**src/rtl/xfc_pkg.sv**
```systemverilog
package xfc_pkg;

  // One strobe per class, produced by the field decode.
  typedef struct packed {
    logic isEmpty;
    logic isZero;
    logic isNan;
    logic isUnsup;
    logic isInf;
    logic isDenorm;
    logic isNormal;
    logic signBit;
  } xfc_strobe_t;

  typedef struct packed {
    logic c3;
    logic c2;
    logic c1;
    logic c0;
  } xfc_cc_t;

endpackage

```
**src/rtl/xfc_field_decode.sv**
```systemverilog
module xfc_field_decode
  import xfc_pkg::*;
#(
  parameter int EXP_W = 15,
  parameter int SIG_W = 64,
  localparam int VAL_W = 1 + EXP_W + SIG_W
) (
  input  logic [VAL_W-1:0] opValue,
  input  logic             regEmpty,
  output xfc_strobe_t      strobes
);

  logic [EXP_W-1:0] expField;
  logic [SIG_W-1:0] sigField;
  logic expAllOnes;
  logic expZero;
  logic intBit;
  logic fracZero;
  logic sigZero;

  assign expField   = opValue[VAL_W-2 -: EXP_W];
  assign sigField   = opValue[SIG_W-1:0];
  assign expAllOnes = &expField;
  assign expZero    = ~|expField;
  assign intBit     = sigField[SIG_W-1];
  assign fracZero   = ~|sigField[SIG_W-2:0];
  assign sigZero    = fracZero & ~intBit;

  always_comb begin
    strobes          = '0;
    strobes.signBit  = opValue[VAL_W-1];
    if (regEmpty) begin
      strobes.isEmpty = 1'b1;
    end else if (expZero) begin
      strobes.isZero   = sigZero;
      strobes.isDenorm = ~sigZero;
    end else if (!intBit) begin
      strobes.isUnsup = 1'b1;
    end else if (expAllOnes) begin
      strobes.isInf = fracZero;
      strobes.isNan = ~fracZero;
    end else begin
      strobes.isNormal = 1'b1;
    end
  end

  always_comb begin
    if (!regEmpty && expZero && !sigZero)
      AST_DENORM_STROBE: assert (strobes.isDenorm) else $error("denormal strobe missing");
  end

endmodule

```
**src/rtl/xfc_cc_encode.sv**
```systemverilog
module xfc_cc_encode
  import xfc_pkg::*;
(
  input  xfc_strobe_t strobes,
  output xfc_cc_t     ccOut
);

  logic [6:0] classVec;

  assign classVec = {strobes.isEmpty, strobes.isZero, strobes.isNan, strobes.isUnsup,
                     strobes.isInf, strobes.isDenorm, strobes.isNormal};

  always_comb begin
    ccOut    = '0;
    ccOut.c1 = strobes.signBit;
    unique case (1'b1)
      strobes.isEmpty:  begin ccOut.c3 = 1'b1; ccOut.c0 = 1'b1; end
      strobes.isZero:   begin ccOut.c3 = 1'b1; end
      strobes.isNan:    begin ccOut.c0 = 1'b1; end
      strobes.isInf:    begin ccOut.c2 = 1'b1; ccOut.c0 = 1'b1; end
      strobes.isDenorm: begin ccOut.c3 = 1'b1; ccOut.c2 = 1'b1; end
      strobes.isNormal: begin ccOut.c2 = 1'b1; end
      default:          begin end
    endcase
  end

  always_comb begin
    AST_ONE_CLASS: assert ($onehot(classVec)) else $error("class strobes not one-hot");
    if (strobes.isEmpty)
      AST_EMPTY_CODE: assert (ccOut.c3 && ccOut.c0 && !ccOut.c2) else $error("empty code wrong");
  end

endmodule

```
**src/rtl/xfc_examiner.sv**
```systemverilog
module xfc_examiner
  import xfc_pkg::*;
#(
  parameter int EXP_W = 15,
  parameter int SIG_W = 64,
  localparam int VAL_W = 1 + EXP_W + SIG_W
) (
  input  logic [VAL_W-1:0] opValue,
  input  logic             regEmpty,
  output logic             ccC3,
  output logic             ccC2,
  output logic             ccC1,
  output logic             ccC0
);

  xfc_strobe_t strobes;
  xfc_cc_t     ccOut;

  xfc_field_decode #(.EXP_W(EXP_W), .SIG_W(SIG_W)) u_decode (
    .opValue  (opValue),
    .regEmpty (regEmpty),
    .strobes  (strobes)
  );

  xfc_cc_encode u_encode (
    .strobes (strobes),
    .ccOut   (ccOut)
  );

  assign ccC3 = ccOut.c3;
  assign ccC2 = ccOut.c2;
  assign ccC1 = ccOut.c1;
  assign ccC0 = ccOut.c0;

  always_comb begin
    AST_SIGN_PASS: assert (ccC1 == opValue[VAL_W-1]) else $error("sign not passed");
    if (!regEmpty && (|opValue[VAL_W-2 -: EXP_W]) && !opValue[SIG_W-1])
      AST_UNSUP_QUIET: assert (!ccC3 && !ccC2 && !ccC0) else $error("unsupported code wrong");
    if (!regEmpty && (&opValue[VAL_W-2 -: EXP_W]) && opValue[SIG_W-1] && !(|opValue[SIG_W-2:0]))
      AST_INF_CODE: assert (!ccC3 && ccC2 && ccC0) else $error("infinity code wrong");
  end

endmodule

```
**config.mk**
```make
export PLATFORM = sky130hd
export DESIGN_NAME = xfc_examiner
export DESIGN_NICKNAME = d
export VERILOG_FILES = /design/src/rtl/xfc_pkg.sv /design/src/rtl/xfc_field_decode.sv /design/src/rtl/xfc_cc_encode.sv /design/src/rtl/xfc_examiner.sv
export SDC_FILE = /design/constraint.sdc
export NUM_CORES = 1
export LEC_CHECK = 0
export ABC_AREA = 0
export BUFFER_PORTS_ARGS = -buffer_cell sky130_fd_sc_hd__buf_2
export CAP_MARGIN = 0
export CORE_UTILIZATION = 21
export DETAILED_ROUTE_END_ITERATION = 16
export GPL_TIMING_DRIVEN = 0
export PLACE_DENSITY = 0.94
export REMOVE_ABC_BUFFERS = 1
export SLEW_MARGIN = 30
export SYNTH_ARGS = -nofsm -noshare
export SYNTH_HDL_FRONTEND = slang
export SYNTH_HIERARCHICAL = 1
export SYNTH_SLANG_ARGS = --single-unit
```
**constraint.sdc**
```tcl
create_clock -name vclk -period 2.1
set_input_delay 0.105 -clock vclk [all_inputs]
set_output_delay 0.105 -clock vclk [all_outputs]
set_load 0.1 [all_outputs]
```
# ---- Word level (Yosys, flattened, before mapping)
# Cells that the tools add are included.
dict set report totals {
  out_inout_bits 4
  ff_bits 0
  in_bits 81
}
dict set report classes {
  bitwise_logic 3
  reduce_logical 7
  mux 16
}
# operator n
set ops {}
lappend ops {{OR reduction 63 bit} 1}
lappend ops {{AND reduction 15 bit} 1}
lappend ops {{OR reduction 15 bit} 1}
lappend ops {{two-way mux 1 bit} 14}
lappend ops {{OR reduction 3 bit} 3}
lappend ops {{two-way mux 6 bit} 1}
lappend ops {{two-way mux 3 bit} 1}
lappend ops {{NOT 1 bit} 2}
lappend ops {{bitwise AND 1 bit} 1}
lappend ops {{zero test 1 bit} 1}

# ---- Depth between registers and ports, before layout
dict set report depth {
  word_depth 8
  ltp_mapped 5
}

# ---- Cells and area by module
# The synthesis kept the hierarchy.
# module n_inst cells_each area_each_um2 seq_area_each_um2
set modules_own_cells {}
lappend modules_own_cells {xfc_field_decode 1 46 285.3 0.0}
lappend modules_own_cells {xfc_cc_encode 1 4 26.3 0.0}

# ---- Worst setup path before layout
# No wires, ideal clock.
dict set report synth_timing {
  path_kind {input to output}
  start {input opValue[27]}
  end {output ccC2}
  cell_stages 4
  t_arrival_ps 1907
  setup_slack_ps 88
  path_buffers 0
  required_time_ps 1995
  path_cell_list {or3_1 or3_1 o31a_1 or3_1}
}
# element line
set synth_rtl {}
lappend synth_rtl {{from (decl)} xfc_examiner.sv:8} ;# input logic [VAL_W-1:0] opValue,
lappend synth_rtl {{to (decl)} xfc_examiner.sv:11} ;# output logic ccC2,

==> impl_metrics.ini <==
[drt]
ant_nets = 0
drt_pass1_iterations = 2
drt-initial-drc-count = 3
drc = 0
via_per_inst = 5.09
wire_per_inst_um = 10.3
drt-total-wl_mm = 1.49
vias = 738

[cells_and_area]
final_nets = 213
fillers = 130
final_common_cell = buf_2
drive_above_1_share_pct = 69.2
n_antenna_cell = 0
finalNonFillerCells = 145
syn_to_final_growth_pct = 155
seqCellArea_um2 = 0
seq_cell_count = 0
multi_input_area_um2 = 317
nClkBuffers = 0
final_cell_mix = buf_2 (81), nor4_1 (15), nand4_1 (6)

[global_routing]
grt_pass1_wl_mm = 1.59
overflow = 0
grt_max_degree = 6
grt_pass1_vias = 487
grt_usage_pct = 13.7
antenna_found_initial = 0

[floorplan]
row_count = 13
die_area_mm2 = 0.00160
die_w_um = 40.1
start_util_pct = 23.1
pin_count = 85
fp.coreArea_mm2 = 0.00132
die_height_um = 40.1

[critical_path]
crit_chain = buf_2 > nor4_2 > nand4_1 > or3_4 > o31a_1 > or3_1 > buf_8
critPathCaptureType = output port
cp_max_fo = 2
crit_cells = 7
crit_arrival_ns = 1.91
critPathLaunchType = input pin
slowest_stage = or3_4
cp_slowest_stage_delay_ns = 0.42
worstPathBufferInverterCount = 2
crit_type = input pin to output port
cp_data_required_time_ns = 2.00
crit_family = simple AND/OR/NAND/NOR gates

[power]
power.leakage_nw = 0.387
peakVddDrop_v = 0.000105
power.density_mw_per_mm2 = 159

[timing]
fmax_ghz = 0.496
fin_crit_ns = 2.02
relSlewSlack_pct = 68.0
finalSetupViolCount = 0
worst_slew_pin_slew_ns = 0.483
period_share_pct = 96.1
setup_tns_ns = 0
slew_viol_final = 0
hold_viol_final = 0

[min_path]
holdCritPathClass = input pin to output port
holdPathStages = 0

[placed_design]
dp_cells = 144
place.gp.congestion = 0.625
portBuffers = 83
hpwl_mm = 1.35

[yosys]
syn_area_per_cell_um2 = 6.20
syn_area_um2 = 304
yosysWarnings = 6
postSynthCellCount = 49

[cts]
ctsHoldBuffers = 0

[run]
maxCapViolCount = 0

[outcome]
status = completed
==> per-layer routing <==
metal  GRT usage [%]  routed length, um  up-vias
li1                -                  -      378
met1            12.7                485      315
met2            32.7                804       45
met3               0                198        0
met4               0                  0        0
met5               0                  0        -
==> path summary, 6_finish.rpt <==
path,startpoint,endpoint,slack (ns)
worst max-delay path,opValue[31],ccC2,0.08
worst min-delay path,opValue[79],ccC1,0.21
==> stage by stage <==
step                instance area (um^2)  setup slack (ns)  hold slack [ns]  power (mW)  util, %
floorplan                            282            0.0878            0.210      0.0349        -
global placement                     716            0.0119            0.211       0.111     54.3
detailed placement                   716          -0.00739            0.211       0.115     54.3
CTS                                  718            0.0163            0.211       0.116     54.5
global route                         774           -0.0207            0.211       0.134     58.8
finish                               774            0.0819            0.210       0.123     58.8
==> report_power, final <==
part / total, mW / switching, mW / leakage, nW / internal, mW
Clock: 0 / 0 / 0 / 0
Sequential: 0 / 0 / 0 / 0
Combinational: 0.123 / 0.0578 / 0.387 / 0.0655
==> layout make-up <==
class                      instances  area share, %
tap                               15           2.42
timing repair buffer              84           56.2
inverter                           1          0.485
multi-input combinational         45           40.9
==> repair_timing <==
item / 4_1_cts / 5_1_grt
gates resized for setup: 1 / 10
cloned: 0 / 0
pin swaps: 0 / 1
buffers inserted: 0 / 1
endpoints found under the setup margin: 1 / 3
endpoints found under the hold margin: 0 / 0
Note: power is estimated with default switching activity, not from simulation.
